`config.mk`:
```
export PLATFORM = sky130hd
export DESIGN_NAME = pwr_handshake_ctl
export DESIGN_NICKNAME = d
export VERILOG_FILES = /design/src/rtl/pwr_hs_pkg.sv /design/src/rtl/pwr_hs_cfg_reg.sv /design/src/rtl/pwr_hs_target_fsm.sv /design/src/rtl/pwr_hs_initiator_fsm.sv /design/src/rtl/pwr_handshake_ctl.sv
export SDC_FILE = /design/constraint.sdc
export NUM_CORES = 1
export LEC_CHECK = 0
export ABC_AREA = 1
export BUFFER_PORTS_ARGS = -buffer_cell sky130_fd_sc_hd__buf_2
export CORE_MARGIN = 10
export CORE_UTILIZATION = 33
export DETAILED_ROUTE_END_ITERATION = 12
export GPL_ROUTABILITY_DRIVEN = 0
export GPL_TIMING_DRIVEN = 0
export PLACE_DENSITY = 0.9
export SYNTH_ARGS = -nofsm -noshare
export SYNTH_HDL_FRONTEND = slang
export SYNTH_SLANG_ARGS = --single-unit
```
`constraint.sdc`:
```
create_clock -name clk -period 1.2 [get_ports clk]
set_clock_uncertainty 0.15 [all_clocks]
set_input_delay 0.06 -clock clk [delete_from_list [all_inputs] [get_ports clk]]
set_output_delay 0.06 -clock clk [all_outputs]
set_load 0.02 [all_outputs]
```
`src/rtl/pwr_hs_pkg.sv`:
```
package pwr_hs_pkg;

   localparam int unsigned FIELD_W    = 2;
   localparam int unsigned RSVD_LSB   = 0;
   localparam int unsigned IDLE_LSB   = 2;
   localparam int unsigned STBY_LSB   = 4;
   localparam int unsigned CFG_USED_W = 6;

   typedef enum logic [1:0] {
      IDL_FORCE = 2'd0,
      IDL_NEVER = 2'd1,
      IDL_SMART = 2'd2
   } idle_mode_e;

   typedef enum logic [1:0] {
      STB_FORCE = 2'd0,
      STB_NEVER = 2'd1,
      STB_SMART = 2'd2
   } stby_mode_e;

   typedef enum logic {
      TGT_ACTIVE = 1'b0,
      TGT_IDLE   = 1'b1
   } tgt_state_e;

   // The reserved code fails safe into the never-idle behaviour
   function automatic idle_mode_e decode_idle(input logic [FIELD_W-1:0] code);
      idle_mode_e m;
      case (code)
         2'd0:    m = IDL_FORCE;
         2'd2:    m = IDL_SMART;
         default: m = IDL_NEVER;
      endcase
      return m;
   endfunction

   function automatic stby_mode_e decode_stby(input logic [FIELD_W-1:0] code);
      stby_mode_e m;
      case (code)
         2'd0:    m = STB_FORCE;
         2'd2:    m = STB_SMART;
         default: m = STB_NEVER;
      endcase
      return m;
   endfunction

endpackage

```
`src/rtl/pwr_hs_cfg_reg.sv`:
```
module pwr_hs_cfg_reg
   import pwr_hs_pkg::*;
#(
   parameter int unsigned DATA_W     = 32,
   parameter int unsigned ADDR_W     = 8,
   parameter int unsigned CFG_OFFSET = 'h54
) (
   input  logic              clk,
   input  logic              rst_n,
   input  logic              wr_en,
   input  logic [ADDR_W-1:0] addr,
   input  logic [DATA_W-1:0] wdata,
   output logic [DATA_W-1:0] rdata,
   output idle_mode_e        idle_mode,
   output stby_mode_e        stby_mode
);

   localparam logic [ADDR_W-1:0] HIT_ADDR = ADDR_W'(CFG_OFFSET);
   localparam int unsigned       PAD_W    = DATA_W - CFG_USED_W;

   generate
      if (DATA_W < CFG_USED_W) begin : g_bad_width
         $error("pwr_hs_cfg_reg: DATA_W must hold all configuration fields");
      end
      if (CFG_OFFSET >= (1 << ADDR_W)) begin : g_bad_offset
         $error("pwr_hs_cfg_reg: CFG_OFFSET does not fit in ADDR_W");
      end
      if ((CFG_OFFSET % 4) != 0) begin : g_bad_align
         $error("pwr_hs_cfg_reg: CFG_OFFSET must be word aligned");
      end
   endgenerate

   logic [CFG_USED_W-1:0] cfg_q;
   logic                  hit;

   assign hit = (addr == HIT_ADDR);

   always_ff @(posedge clk or negedge rst_n) begin
      if (!rst_n) begin
         cfg_q <= '0;
      end else if (wr_en && hit) begin
         cfg_q <= wdata[CFG_USED_W-1:0];
      end
   end

   assign idle_mode = decode_idle(cfg_q[IDLE_LSB +: FIELD_W]);
   assign stby_mode = decode_stby(cfg_q[STBY_LSB +: FIELD_W]);

   generate
      if (PAD_W > 0) begin : g_pad
         assign rdata = hit ? {{PAD_W{1'b0}}, cfg_q} : '0;
      end else begin : g_nopad
         assign rdata = hit ? cfg_q : '0;
      end
   endgenerate

   AST_WRITE_IDLE_FIELD: assert property (@(posedge clk) disable iff (!rst_n)
      (wr_en && hit) |=> (idle_mode == decode_idle($past(wdata[IDLE_LSB +: FIELD_W]))))
      else $error("idle field write not applied");
   AST_WRITE_STBY_FIELD: assert property (@(posedge clk) disable iff (!rst_n)
      (wr_en && hit) |=> (stby_mode == decode_stby($past(wdata[STBY_LSB +: FIELD_W]))))
      else $error("standby field write not applied");
   AST_MISS_KEEPS_MODE: assert property (@(posedge clk) disable iff (!rst_n)
      !(wr_en && hit) |=> ($stable(idle_mode) && $stable(stby_mode)))
      else $error("mode changed without a write to the word");

endmodule

```
`src/rtl/pwr_hs_target_fsm.sv`:
```
module pwr_hs_target_fsm
   import pwr_hs_pkg::*;
#(
   parameter int unsigned REQ_SYNC_STAGES = 0
) (
   input  logic       clk,
   input  logic       rst_n,
   input  idle_mode_e mode,
   input  logic       sys_req,
   input  logic       busy,
   output logic       ack
);

   generate
      if (REQ_SYNC_STAGES > 4) begin : g_bad_sync
         $error("pwr_hs_target_fsm: REQ_SYNC_STAGES above 4 is not supported");
      end
   endgenerate

   logic req_eff;

   generate
      if (REQ_SYNC_STAGES == 0) begin : g_direct
         assign req_eff = sys_req;
      end else begin : g_sync
         logic [REQ_SYNC_STAGES-1:0] sync_q;
         always_ff @(posedge clk or negedge rst_n) begin
            if (!rst_n) begin
               sync_q <= '0;
            end else begin
               sync_q <= {sync_q[REQ_SYNC_STAGES-1:0], sys_req} >> 0;
            end
         end
         assign req_eff = sync_q[REQ_SYNC_STAGES-1];
      end
   endgenerate

   tgt_state_e state_q, state_d;

   always_comb begin
      state_d = state_q;
      unique case (mode)
         IDL_FORCE: state_d = req_eff ? TGT_IDLE : TGT_ACTIVE;
         IDL_SMART: begin
            if (!req_eff) begin
               state_d = TGT_ACTIVE;
            end else if (state_q == TGT_ACTIVE && !busy) begin
               state_d = TGT_IDLE;
            end
         end
         default:   state_d = TGT_ACTIVE;
      endcase
   end

   always_ff @(posedge clk or negedge rst_n) begin
      if (!rst_n) begin
         state_q <= TGT_ACTIVE;
      end else begin
         state_q <= state_d;
      end
   end

   assign ack = (state_q == TGT_IDLE);

   AST_NEVER_STAYS_OUT: assert property (@(posedge clk) disable iff (!rst_n)
      (mode == IDL_NEVER) |=> !ack)
      else $error("never-idle mode acknowledged");
   AST_FORCE_FOLLOWS: assert property (@(posedge clk) disable iff (!rst_n)
      (mode == IDL_FORCE && req_eff) |=> ack)
      else $error("forced idle did not acknowledge");
   AST_ACK_NEEDS_REQ: assert property (@(posedge clk) disable iff (!rst_n)
      !req_eff |=> !ack)
      else $error("acknowledge held without a request");
   AST_SMART_WAITS: assert property (@(posedge clk) disable iff (!rst_n)
      (mode == IDL_SMART && !ack && busy) |=> !ack)
      else $error("smart idle acknowledged while busy");
   AST_SMART_HOLDS: assert property (@(posedge clk) disable iff (!rst_n)
      (mode == IDL_SMART && ack && req_eff) |=> ack)
      else $error("smart idle dropped under a held request");

endmodule

```
`src/rtl/pwr_hs_initiator_fsm.sv`:
```
module pwr_hs_initiator_fsm
   import pwr_hs_pkg::*;
#(
   parameter bit STBY_RESET_VAL = 1'b1
) (
   input  logic       clk,
   input  logic       rst_n,
   input  stby_mode_e mode,
   input  logic       need,
   output logic       standby
);

   logic stby_q, stby_d;

   always_comb begin
      unique case (mode)
         STB_FORCE: stby_d = 1'b1;
         STB_SMART: stby_d = !need;
         default:   stby_d = 1'b0;
      endcase
   end

   always_ff @(posedge clk or negedge rst_n) begin
      if (!rst_n) begin
         stby_q <= STBY_RESET_VAL;
      end else begin
         stby_q <= stby_d;
      end
   end

   assign standby = stby_q;

   AST_FORCE_STBY: assert property (@(posedge clk) disable iff (!rst_n)
      (mode == STB_FORCE) |=> standby)
      else $error("forced standby not entered");
   AST_NEVER_ACTIVE: assert property (@(posedge clk) disable iff (!rst_n)
      (mode == STB_NEVER) |=> !standby)
      else $error("never-standby mode entered standby");
   AST_SMART_NEED: assert property (@(posedge clk) disable iff (!rst_n)
      (mode == STB_SMART && need) |=> !standby)
      else $error("smart standby while initiator needed");
   AST_SMART_FREE: assert property (@(posedge clk) disable iff (!rst_n)
      (mode == STB_SMART && !need) |=> standby)
      else $error("smart standby not entered when free");

endmodule

```
`src/rtl/pwr_handshake_ctl.sv`:
```
module pwr_handshake_ctl
   import pwr_hs_pkg::*;
#(
   parameter int unsigned DATA_W          = 32,
   parameter int unsigned ADDR_W          = 8,
   parameter int unsigned CFG_OFFSET      = 'h54,
   parameter int unsigned REQ_SYNC_STAGES = 0
) (
   input  logic              clk,
   input  logic              rst_n,
   input  logic              reg_we,
   input  logic [ADDR_W-1:0] reg_addr,
   input  logic [DATA_W-1:0] reg_wdata,
   output logic [DATA_W-1:0] reg_rdata,
   input  logic              sys_idle_req,
   input  logic              mod_busy,
   input  logic              mod_init_need,
   output logic              idle_ack,
   output logic              init_standby,
   input  logic              tgt_xfer_req,
   output logic              tgt_xfer_en,
   input  logic              init_xfer_req,
   output logic              init_xfer_en
);

   idle_mode_e idle_mode;
   stby_mode_e stby_mode;

   pwr_hs_cfg_reg #(
      .DATA_W     (DATA_W),
      .ADDR_W     (ADDR_W),
      .CFG_OFFSET (CFG_OFFSET)
   ) u_cfg (
      .clk       (clk),
      .rst_n     (rst_n),
      .wr_en     (reg_we),
      .addr      (reg_addr),
      .wdata     (reg_wdata),
      .rdata     (reg_rdata),
      .idle_mode (idle_mode),
      .stby_mode (stby_mode)
   );

   pwr_hs_target_fsm #(
      .REQ_SYNC_STAGES (REQ_SYNC_STAGES)
   ) u_tgt (
      .clk     (clk),
      .rst_n   (rst_n),
      .mode    (idle_mode),
      .sys_req (sys_idle_req),
      .busy    (mod_busy),
      .ack     (idle_ack)
   );

   pwr_hs_initiator_fsm #(
      .STBY_RESET_VAL (1'b1)
   ) u_init (
      .clk     (clk),
      .rst_n   (rst_n),
      .mode    (stby_mode),
      .need    (mod_init_need),
      .standby (init_standby)
   );

   assign tgt_xfer_en  = tgt_xfer_req  && !idle_ack;
   assign init_xfer_en = init_xfer_req && !init_standby;

   AST_TGT_PASSES: assert property (@(posedge clk) disable iff (!rst_n)
      (tgt_xfer_req && !idle_ack) |-> tgt_xfer_en)
      else $error("target transfer blocked while active");
   AST_TGT_BLOCKED: assert property (@(posedge clk) disable iff (!rst_n)
      idle_ack |-> !tgt_xfer_en)
      else $error("target transfer passed while idle");
   AST_INIT_BLOCKED: assert property (@(posedge clk) disable iff (!rst_n)
      init_standby |-> !init_xfer_en)
      else $error("initiator transfer passed in standby");

endmodule

```
# [Yosys cells after proc, flatten, opt, wreduce, memory -nomap -nowiden]
# Cells that the tools add are included.
[classes] eq_ne=6 mux=8 n_reduce_logical=12 bitwise_logic=1
[op_table] op="$eq 2x2->1 const B" count=4
[op_table] op="$eq 8x7->1 const B" count=1
[op_table] op="$logic_not 2->1" count=4
[op_table] op="$pmux 2 s2" count=2
[op_table] op="$mux 6" count=1
[op_table] op="$logic_and 1x1->1" count=4
[op_table] op="$logic_not 1->1" count=4
[op_table] op="$pmux 1 s2" count=2
[op_table] op="$mux 1" count=3
[op_table] op="$ne 3x2->1 const B" count=1
[op_table] op="$not 1->1" count=1
[word_totals] out_inout_bits=36 word_cells=30 regBits=8 inputBits=48

# [Depth between registers and ports, before layout]
# Gate-level depths: netlist of run 1.
[depth] ltp_word=5 mapped_depth=6 mapped_depth_nobuf=6

# [Modules after synthesis]
# A second synthesis of run 1 with hierarchy kept.
[unflattened] cells_unflattened=101 area_unflattened_um2=688.2
[modules_own_cells] mod="pwr_hs_cfg_reg" instances=1 seq_area_each_um2=150.1 cells_each=88 area_per_inst_um2=581.8
[modules_own_cells] mod="pwr_hs_target_fsm" instances=1 seq_area_each_um2=25.0 cells_each=7 area_per_inst_um2=51.3
[modules_own_cells] mod="pwr_hs_initiator_fsm" instances=1 seq_area_each_um2=26.3 cells_each=2 area_per_inst_um2=35.0
[modules_own_cells] mod="pwr_handshake_ctl" instances=1 seq_area_each_um2=0.0 cells_each=4 area_per_inst_um2=20.0

# [Least setup slack after synthesis of run 1]
# OpenSTA, ideal clock, no wires.
[synth_timing] path_type="register -> output" startpoint="register u_tgt.state_q (netlist: u_tgt.ack)" endpoint="output port tgt_xfer_en" n_path_buf=0 slack_ns=0.217 required_ns=0.990 arrival_ns=0.773 stages_incl_launch_ff=2 path_cell_list="dfrtp_1 -> nor2_1"
[synth_between] elab_chain_cells=2
[synth_rtl] element="start, declared" line="pwr_hs_target_fsm.sv:38" rtl="tgt_state_e state_q, state_d;"
[synth_rtl] element="start signal, assigned" line="pwr_hs_target_fsm.sv:59" rtl="state_q <= state_d;"
[synth_rtl] element="$logic_not 1->1" line="pwr_handshake_ctl.sv:65" rtl="assign tgt_xfer_en = tgt_xfer_req && !idle_ack;"
[synth_rtl] element="$logic_and 1x1->1" line="pwr_handshake_ctl.sv:65"
[synth_rtl] element="end, declared" line="pwr_handshake_ctl.sv:21" rtl="output logic tgt_xfer_en,"
# Every way passes these cells.

# [Worst setup path after layout of run 1]
[layout_timing] startpoint="register u_init.stby_q (netlist: u_init.standby)" endpoint="output port init_xfer_en"
[layout_between] elab_chain_cells=2
[layout_rtl] element="start, declared" line="pwr_hs_initiator_fsm.sv:13" rtl="logic stby_q, stby_d;"
[layout_rtl] element="start signal, assigned" line="pwr_hs_initiator_fsm.sv:27" rtl="stby_q <= stby_d;"
[layout_rtl] element="$logic_not 1->1" line="pwr_handshake_ctl.sv:66" rtl="assign init_xfer_en = init_xfer_req && !init_standby;"
[layout_rtl] element="$logic_and 1x1->1" line="pwr_handshake_ctl.sv:66"
[layout_rtl] element="end, declared" line="pwr_handshake_ctl.sv:23" rtl="output logic init_xfer_en"
# Every way passes these cells.

==> results.sh, run 1 <==
export IMPL_path_cells="nor2_2, buf_6"
export IMPL_grt_ovfl_total=0
export IMPL_syn_area_per_cell_um2=6.93
export IMPL_buffer_ports_inserted=31
export IMPL_grtUsageMet1_pct=8.47
export IMPL_critical_path_arrival_ps=940
export IMPL_synth_cells=94
export IMPL_area_growth_syn_to_layout_pct=67.6
export IMPL_grtUsageMet2_pct=16.3
export IMPL_power_density_nw_per_um2=717
export IMPL_grt_busiest_layer="met2"
export IMPL_dp_final_hpwl_mm=1.50
export IMPL_cts_htree_levels=1
export IMPL_final_core_util_pct=56.8
export IMPL_maximum_number_of_pins_on_one_net_before_global_route_repair=9
export IMPL_setup_worst_path_end_class="output pin"
export IMPL_antenna_violations_before_repair=0
export IMPL_layout_setup_ws_ps=52.1
export IMPL_power_leakage_nw=0.674
export IMPL_fin_crit_sh_pct=95.7
export IMPL_cts_path_max_buffers=2
export IMPL_timing_max_transition_violations_final=0
export IMPL_clkSinkCount=8
export IMPL_finalNetCount=215
export IMPL_finalSetupViolCount=0
export IMPL_crit_path_required_time_ps=990
export IMPL_worstSetupPathType="reg -> out"
export IMPL_final_common_cell="sky130_fd_sc_hd__buf_2"
export IMPL_syn_area_um2=652
export IMPL_n_antenna_cell=0
export IMPL_dpl_cell_count=177
export IMPL_place_ws_ps=112
export IMPL_worst_hold_check_path_type="in -> async"
export IMPL_synth_largest_area_cell="sky130_fd_sc_hd__buf_4"
export IMPL_via_count_of_the_first_global_routing_pass=690
export IMPL_max_cap_violations=0
export IMPL_routed_via_density=3.48
export IMPL_fillerInstances=192
export IMPL_critPathMaxStageDelay_ps=530
export IMPL_unrepaired_setup_endpoints_after_global_routing="no"
export IMPL_synth_sequential_area_ratio_pct=30.9
export IMPL_crit_slowest_cell="sky130_fd_sc_hd__dfstp_2"
export IMPL_io_pins=84
export IMPL_synth_area_leaders="sky130_fd_sc_hd__buf_4 (30%), sky130_fd_sc_hd__dfrtp_1 (27%), sky130_fd_sc_hd__nand2_1 (9.8%)"
export IMPL_share_of_layout_cells_above_drive_strength_1_pct=42.2
export IMPL_post_synth_num_cell_types=14
export IMPL_wl_per_cell_um=9.93
export IMPL_coreArea_um2=1920
export IMPL_fin_cells=193
export IMPL_ir_worst_vdd_mv=0.358
export IMPL_ys_ff_latch=8
export IMPL_first_pass_grt_wire_length_mm=3.12
export IMPL_die_w_um=64.4
export IMPL_timing_final_crit_period_ps=1150
export IMPL_die_area_um2=4150
export IMPL_crit_path_max_fanout=2
export IMPL_max_freq_mhz=871
export IMPL_rows=16
export IMPL_cts_made_buffers=3
export IMPL_clk_latency_ps=250
export IMPL_outcome="finished, final reports clean"
export IMPL_initialDrtViolationCount=11
export IMPL_route_detailed_drc=0
export IMPL_groute_layer_met3_usage_pct=4.81
export IMPL_start_kind="flip-flop"
export IMPL_cts_root_buffer="sky130_fd_sc_hd__clkbuf_4"
export IMPL_die_height_um=64.4
export IMPL_fin_tns_setup_ps=0
export IMPL_synth_warnings=0
export IMPL_synthDominantCellAreaShare_pct=29.9
export IMPL_overall_routed_net_length_mm=1.92
export IMPL_clock_tree_from_tritoncts="yes"
export IMPL_clock_transition_at_the_register_clock_pins_on_the_worst_setup_and_hold_paths_after_cts_ps=50
export IMPL_start_util_pct=33.9
export IMPL_r2r_worst_path_cells=3
export IMPL_drtAntennaViolNets=0
export IMPL_report_final_hold_viol_count=0
export IMPL_vias=671
export IMPL_power_mw=0.783
export IMPL_drt_pre_antenna_iters=4
export IMPL_grt_usage_pct=9.33
export IMPL_layout_common_cells="sky130_fd_sc_hd__buf_2 (30), sky130_fd_sc_hd__buf_4 (27), sky130_fd_sc_hd__conb_1 (26)"
power by group:
group	internal (mW)	total [mW]	switching (mW)
Combinational	0.127	0.273	0.146
Sequential	0.286	0.294	0.00849
Clock	0.127	0.216	0.0886
stage by stage:
stage                     cell area, µm²  hold WS (ps)
final                               1090          22.9
after global routing                1090          43.6
after CTS                           1070          25.6
after detailed placement             935          -246
after global placement               935          -244
after floorplan                      746          -386
synth_stat cells, drive strengths merged:
master	instances
a21oi	1
conb	1
dfstp	1
dfrtp	7
buf	26
inv	17
a31oi	1
nand3	7
nand2	19
nor2	14
flip-flops by register name, indices dropped and copies added, names as in the netlist:
signal,count
u_cfg.cfg_q,6
u_init.standby,1
u_tgt.ack,1
area by class of cell:
| class | count | area (µm²) | share of cell area, % |
|---|---|---|---|
| Inverter | 17 | 63.8 | 5.84 |
| Clock buffer | 4 | 26.3 | 2.41 |
| Timing Repair Buffer | 43 | 279 | 25.5 |
| Multi-Input combinational cell | 68 | 293 | 26.8 |
| Tap cell | 27 | 33.8 | 3.09 |
| Sequential cell | 8 | 201 | 18.4 |
| Buffer | 26 | 195 | 17.9 |
path summary, 6_finish.rpt:
kind	endpoint	slack, ps	startpoint
worst max-delay path	init_xfer_en	50	u_init.standby
worst min-delay path	u_cfg.cfg_q[4]	20	rst_n
worst max register to register	u_tgt.ack	290	u_cfg.cfg_q[2]
max in group asynchronous	u_init.standby	640	rst_n
worst min register to register	u_init.standby	300	u_cfg.cfg_q[5]
min in group clk	u_cfg.cfg_q[5]	50	reg_addr[1]
routing by layer:
layer  vias up  part of all wire, %
li1        367                    -
met5         -                    0
met3         2                   11
met1       266                   35
met2        36                   52
met4         0                  1.5
critical path, delay by kind of cell, from the launching register on:
kind	cells	cell delay (ps)
buffers and inverters	1	120
AND/OR/NAND/NOR	1	40
flip-flops	1	530
what timing repair did:
action                     in CTS  in global routing
gates resized for setup         0                  4
setup endpoints to repair       0                  7
hold buffers                   11                  0
setup buffers                   0                  1
hold endpoints to repair       16                  0
logic make-up (layout without fill, tap and decap cells):
family / Yosys count / after routing / synth area share (%)
buffers and inverters: 43 / 90 / 39.7
and+or+nand+nor: 40 / 40 / 27.1
DFF: 8 / 8 / 30.9
AOI/OAI and AO/OA: 2 / 2 / 1.73
other: 1 / 26 / 0.575
(Power assumes the default switching activity.)
==> run 2, diff against run 1 <==
ABC_AREA = not set   (was 1)
CORE_UTILIZATION = 32   (was 33)
PLACE_DENSITY = 0.92   (was 0.9)
==> run 2 against run 1 <==
Against the previous run: first-iteration DRC count grew 45%; via count decreased by 14%; critical path depth increased by 3; cell count down 20%; power shrank 1.6%; clock power increased by 3%; critical path type is now in -> out; largest cell class unchanged; largest power group unchanged.
==> results.sh, run 2 <==
export IMPL_rows=15
export IMPL_clock_tree_from_tritoncts="yes"
export IMPL_via_count_of_the_first_global_routing_pass=619
export IMPL_layout_cell_area_non_filler_um2=1030
export IMPL_ys_ff_latch=8
export IMPL_synth_area_leaders="sky130_fd_sc_hd__buf_4 (33%), sky130_fd_sc_hd__dfrtp_1 (30%), sky130_fd_sc_hd__mux2_2 (11%)"
export IMPL_synth_sequential_area_ratio_pct=34.1
export IMPL_clkSinkCount=8
export IMPL_worst_hold_check_path_type="in -> async"
export IMPL_maximum_number_of_pins_on_one_net_before_global_route_repair=9
export IMPL_io_pins=84
export IMPL_clock_transition_at_the_register_clock_pins_on_the_worst_setup_and_hold_paths_after_cts_ps=60
export IMPL_first_pass_grt_wire_length_mm=2.95
export IMPL_regMostFlops="u_cfg.cfg_q"
export IMPL_coreArea_um2=1750
export IMPL_final_core_util_pct=58.9
export IMPL_max_cap_violations=0
export IMPL_syn_area_um2=591
export IMPL_grt_ovfl_total=0
export IMPL_synth_warnings=0
export IMPL_critical_path_arrival_ps=980
export IMPL_unrepaired_setup_endpoints_after_global_routing="yes"
export IMPL_area_growth_syn_to_layout_pct=73.9
export IMPL_outcome="finished, final reports clean"
export IMPL_routed_via_density=3.75
export IMPL_synth_largest_area_cell="sky130_fd_sc_hd__buf_4"
export IMPL_met3_wirelength_um=387
export IMPL_drt_pre_antenna_iters=4
export IMPL_route_detailed_drc=0
export IMPL_timing_final_crit_period_ps=1190
export IMPL_dpl_cell_count=139
export IMPL_worstSetupPathType="in -> out"
export IMPL_max_freq_mhz=841
export IMPL_dp_final_hpwl_mm=1.52
export IMPL_die_height_um=63.0
export IMPL_final_common_cell="sky130_fd_sc_hd__buf_4"
export IMPL_finalNetCount=178
export IMPL_clk_latency_ps=250
export IMPL_cts_root_buffer="sky130_fd_sc_hd__clkbuf_4"
export IMPL_start_util_pct=33.8
export IMPL_ys_async_sr_fraction_pct=100
export IMPL_placed_area_um2=871
export IMPL_setup_worst_path_end_class="output pin"
export IMPL_start_kind="input port"
export IMPL_drtAntennaViolNets=0
export IMPL_n_antenna_cell=0
export IMPL_route_met2_wl_um=886
export IMPL_met1_length_um=662
export IMPL_overall_routed_net_length_mm=1.97
export IMPL_fillerInstances=142
export IMPL_die_w_um=63.0
export IMPL_cts_htree_levels=1
export IMPL_synthDominantCellAreaShare_pct=33.1
export IMPL_cts_path_max_buffers=2
export IMPL_die_area_um2=3960
export IMPL_power_density_nw_per_um2=750
export IMPL_fin_crit_sh_pct=99.0
export IMPL_share_of_layout_cells_above_drive_strength_1_pct=55.8
export IMPL_layout_common_cells="sky130_fd_sc_hd__buf_4 (31), sky130_fd_sc_hd__conb_1 (26), sky130_fd_sc_hd__buf_2 (26)"
export IMPL_grt_usage_pct=9.02
export IMPL_post_synth_num_cell_types=15
export IMPL_cts_made_buffers=3
export IMPL_finalSetupViolCount=0
export IMPL_number_of_enable_type_register_cells_in_the_synthesized_netlist=0
export IMPL_crit_path_required_time_ps=990
export IMPL_report_final_hold_viol_count=0
export IMPL_power_leakage_nw=0.610
export IMPL_wl_per_cell_um=12.8
export IMPL_crit_path_max_fanout=6
export IMPL_largest_reg_flops=6
export IMPL_fin_tns_setup_ps=0
export IMPL_post_synth_top_count_cell="sky130_fd_sc_hd__buf_4"
export IMPL_topRoutingLayerUsed="met4"
export IMPL_vias=577
export IMPL_synth_cells=58
export IMPL_timing_max_transition_violations_final=0
export IMPL_antenna_violations_before_repair=0
export IMPL_dominantRegCellSynth="sky130_fd_sc_hd__dfrtp_1"
export IMPL_initialDrtViolationCount=16
export IMPL_most_numerous_cell_types_in_the_synthesized_netlist="sky130_fd_sc_hd__buf_4 (26), sky130_fd_sc_hd__dfrtp_1 (7), sky130_fd_sc_hd__and2_1 (6), sky130_fd_sc_hd__mux2_2 (6)"
export IMPL_ir_worst_vdd_mv=0.847
export IMPL_buffer_ports_inserted=31
export IMPL_syn_area_per_cell_um2=10.2
export IMPL_fin_cells=154
run 2: final timing paths:
| path | end | startpoint | slack (ps) | cells after the start |
|---|---|---|---|---|
| max | reg_rdata[1] | reg_addr[7] | 10 | 5 |
| min | u_tgt.ack | rst_n | 50 | 2 |
| max reg2reg | u_cfg.cfg_q[3] | u_cfg.cfg_q[3] | 260 | 1 |
| min reg2reg | u_init.standby | u_cfg.cfg_q[4] | 280 | 1 |
| max in group asynchronous | u_init.standby | rst_n | 610 | 2 |
| min in group clk | u_cfg.cfg_q[5] | reg_we | 60 | 3 |
run 2: per-stage QoR:
stage	power, mW	setup slack, ps	hold WS, ps
6_report	0.771	11.6	47.6
5_1_grt	0.815	-27.2	58.6
4_1_cts	0.760	2.19	20.0
3_5_place_dp	0.514	-38.1	-242
3_3_place_gp	0.509	-6.82	-247
2_1_floorplan	0.464	128	-386
run 2: layout make-up:
type / count / area [µm²] / share of cell area, %
Buffer: 26 / 195 / 19.0
Multi-Input combinational cell: 49 / 294 / 28.6
Sequential cell: 8 / 201 / 19.6
Tap cell: 25 / 31.3 / 3.05
Timing Repair Buffer: 42 / 279 / 27.2
Clock buffer: 4 / 26.3 / 2.56
run 2: what timing repair did:
item,CTS,global route
setup endpoints to repair,6,7
hold buffers,10,0
buffers inserted,0,1
pin swaps,0,1
gates resized for setup,1,7
hold endpoints to repair,16,0
gates cloned,0,0
run 2: worst max-delay path, cell delays in order:
cell,delay [ps]
sky130_fd_sc_hd__buf_2,90
sky130_fd_sc_hd__and4bb_2,310
sky130_fd_sc_hd__and3_4,220
sky130_fd_sc_hd__and2_1,130
sky130_fd_sc_hd__buf_2,160
run 2: routing by layer:
metal  GRT usage, %  up-vias
li1               -      281
met1           8.54      241
met2           13.8       51
met3           7.35        4
met4           4.19        0
met5              0        -
run 2: logic make-up after synthesis:
logic type	count (synthesis)	share of synthesized area, %
AND/OR/NAND/NOR	16	19.9
flip-flops	8	34.1
other	1	0.635
AO/OA/AOI/OAI	1	0.847
buffers and inverters	26	33.1
multiplexers	6	11.4
run 2: power by group:
part	leakage (nW)	switching, mW	internal, mW
sequential	0.105	0.00910	0.286
clock	0.0150	0.0956	0.127
combinational	0.490	0.130	0.123
total	0.610	0.235	0.536
==> run 3, diff against run 2 <==
--- a/config.mk
+++ b/config.mk
@@ -9,3 +9,4 @@
 export CORE_MARGIN = 10
-export CORE_UTILIZATION = 32
+export CORE_UTILIZATION = 33
+export CTS_BUF_LIST = sky130_fd_sc_hd__clkbuf_4 sky130_fd_sc_hd__clkbuf_8
 export DETAILED_ROUTE_END_ITERATION = 12
@@ -13,3 +14,3 @@
 export GPL_TIMING_DRIVEN = 0
-export PLACE_DENSITY = 0.92
+export PLACE_DENSITY = 0.94
 export SYNTH_ARGS = -nofsm -noshare
==> constraint.sdc (replaced) <==
create_clock -name clk -period 1.2 [get_ports clk]
set_clock_uncertainty 0.15 [all_clocks]
set_input_delay 0.12 -clock clk [delete_from_list [all_inputs] [get_ports clk]]
set_output_delay 0.12 -clock clk [all_outputs]
set_load 0.02 [all_outputs]
==> run 3 against run 2 <==
Against the previous run: the flow now finishes with violations (setup timing); non-clock buffer count unchanged; clock power increased by 16%; power increased by 5.4%; cell count unchanged; die area decreased by 2.1%; register-to-register slack about the same; sequential share of layout area decreased by 0.98 points; sequential cell count unchanged; clock-buffer cell count unchanged; worst hold slack got worse by 21 ps; setup slack got worse by 78 ps; critical endpoint is now reg_rdata[0]; largest cell class unchanged.
==> results.sh, run 3 (synthesis gave the netlist of run 2 again) <==
export IMPL_dp_final_hpwl_mm=1.43
export IMPL_maximum_number_of_pins_on_one_net_before_global_route_repair=9
export IMPL_drt_pre_antenna_iters=4
export IMPL_area_sequential_um2=201
export IMPL_n_antenna_cell=0
export IMPL_via_count_of_the_first_global_routing_pass=631
export IMPL_regMostFlops="u_cfg.cfg_q"
export IMPL_worst_hold_check_path_type="in -> reg"
export IMPL_clock_tree_from_tritoncts="yes"
export IMPL_die_height_um=62.3
export IMPL_power_mw=0.812
export IMPL_drtAntennaViolNets=0
export IMPL_worst_r2r_src="u_cfg.cfg_q[3]"
export IMPL_finalSetupViolCount=8
export IMPL_area_growth_syn_to_layout_pct=83.1
export IMPL_share_of_layout_cells_above_drive_strength_1_pct=62.0
export IMPL_cts_root_buffer="sky130_fd_sc_hd__clkbuf_4"
export IMPL_fin_crit_sh_pct=106
export IMPL_grt_usage_pct=10.9
export IMPL_setup_worst_path_end_class="output pin"
export IMPL_final_common_cell="sky130_fd_sc_hd__buf_4"
export IMPL_start_util_pct=34.6
export IMPL_cts_made_buffers=3
export IMPL_min_to="u_tgt.ack"
export IMPL_antenna_violations_before_repair=0
export IMPL_die_area_um2=3880
export IMPL_rr_endpoint="u_tgt.ack"
export IMPL_max_cap_violations=0
export IMPL_fin_tns_setup_ps=-465
export IMPL_critical_path_arrival_ps=1000
export IMPL_multi_input_area_um2=308
export IMPL_start_kind="input port"
export IMPL_r2r_setup_slack_ps=250
export IMPL_io_pins=84
export IMPL_crit_slowest_cell="sky130_fd_sc_hd__and3_4"
export IMPL_vias=568
export IMPL_violations_in_the_final_reports="setup timing"
export IMPL_crit_path_max_fanout=6
export IMPL_finalNetCount=178
export IMPL_report_final_hold_viol_count=0
export IMPL_overall_routed_net_length_mm=2.17
export IMPL_grt_ovfl_total=0
export IMPL_cts_htree_levels=1
export IMPL_clk_latency_ps=260
export IMPL_layout_common_cells="sky130_fd_sc_hd__buf_4 (30), sky130_fd_sc_hd__conb_1 (26), sky130_fd_sc_hd__buf_2 (21)"
export IMPL_placed_area_um2=871
export IMPL_wl_per_cell_um=14.1
export IMPL_worstSetupPathType="in -> out"
export IMPL_holdCritStartpoint="mod_busy"
export IMPL_largest_reg_flops=6
export IMPL_outcome="finished with violations"
export IMPL_unrepaired_setup_endpoints_after_global_routing="yes"
export IMPL_place_ws_ps=-160
export IMPL_r2r_worst_path_cells=3
export IMPL_crit_path_required_time_ps=930
export IMPL_max_freq_mhz=789
export IMPL_clkSinkCount=8
export IMPL_timing_final_crit_period_ps=1270
export IMPL_critPathMaxStageDelay_ps=280
export IMPL_ir_worst_vdd_mv=0.560
export IMPL_first_pass_grt_wire_length_mm=3.30
export IMPL_fillerInstances=138
export IMPL_coreArea_um2=1710
export IMPL_holdPathStages=4
export IMPL_clock_transition_at_the_register_clock_pins_on_the_worst_setup_and_hold_paths_after_cts_ps=60
export IMPL_rows=15
export IMPL_final_core_util_pct=63.3
export IMPL_initialDrtViolationCount=11
export IMPL_cts_path_max_buffers=2
export IMPL_buffer_ports_inserted=31
export IMPL_layout_cell_area_non_filler_um2=1080
export IMPL_die_w_um=62.3
export IMPL_timing_max_transition_violations_final=0
export IMPL_route_detailed_drc=0
export IMPL_path_cells="buf_2, nor2_1, and3_4, and2_4, buf_6"
export IMPL_layout_setup_ws_ps=-66.6
export IMPL_power_leakage_nw=0.633
export IMPL_power_density_nw_per_um2=752
export IMPL_routed_via_density=3.69
[run 3: cell count changes in the layout (fill, tap and decap cells not counted), moves of 5 or more]
cell,previous run,this run
sky130_fd_sc_hd__and2_1,5,0
sky130_fd_sc_hd__buf_2,26,21
sky130_fd_sc_hd__buf_6,1,8
sky130_fd_sc_hd__and2_4,1,6
[run 3: final cells by class]
type / instances / share of cell area, %
repair buffers: 42 / 29.2
multi-input cells: 49 / 28.5
flip-flops and latches: 8 / 18.6
plain buffers: 26 / 18.1
well taps: 25 / 2.89
clock buffers: 4 / 2.78
[run 3: per-layer routing]
layer / global-route usage, % / wire length, µm
met5: 0 / 0
met1: 10.7 / 847
met3: 7.89 / 319
met4: 5.03 / 9
met2: 17.2 / 997
[run 3: timing repair]
item | 4_1_cts | 5_1_grt
setup endpoints to repair | 9 | 9
hold buffers | 9 | 0
hold endpoints to repair | 16 | 0
gates resized for setup | 22 | 2
buffers inserted | 1 | 1
pin swaps | 7 | 3
[run 3: report_power, final]
group,total [mW],internal [mW],leakage (nW),switching [mW]
sequential,0.297,0.286,0.105,0.0112
combinational,0.258,0.127,0.510,0.131
clock,0.258,0.151,0.0184,0.107
total,0.812,0.563,0.633,0.249
[run 3: worst max path at each step]
stage	from	to	slack (ps)
6_report	reg_addr[1]	reg_rdata[0]	-70
5_1_grt	u_init.standby	init_xfer_en	-110
4_1_cts	u_init.standby	init_xfer_en	-50
3_5_place_dp	reg_addr[3]	reg_rdata[3]	-160
3_3_place_gp	reg_addr[3]	reg_rdata[3]	-120
2_1_floorplan	reg_addr[3]	reg_rdata[0]	50
[run 3: per-stage QoR]
step,hold slack [ps],instances
2_1_floorplan,-326,83
3_3_place_gp,-189,139
3_5_place_dp,-183,139
4_1_cts,17.6,153
5_1_grt,57.0,154
6_report,26.3,154
[run 3: worst max-delay path: cells and delay by family]
| family | cells | cell delay (ps) |
|---|---|---|
| buf+inv | 2 | 210 |
| simple gates | 3 | 660 |
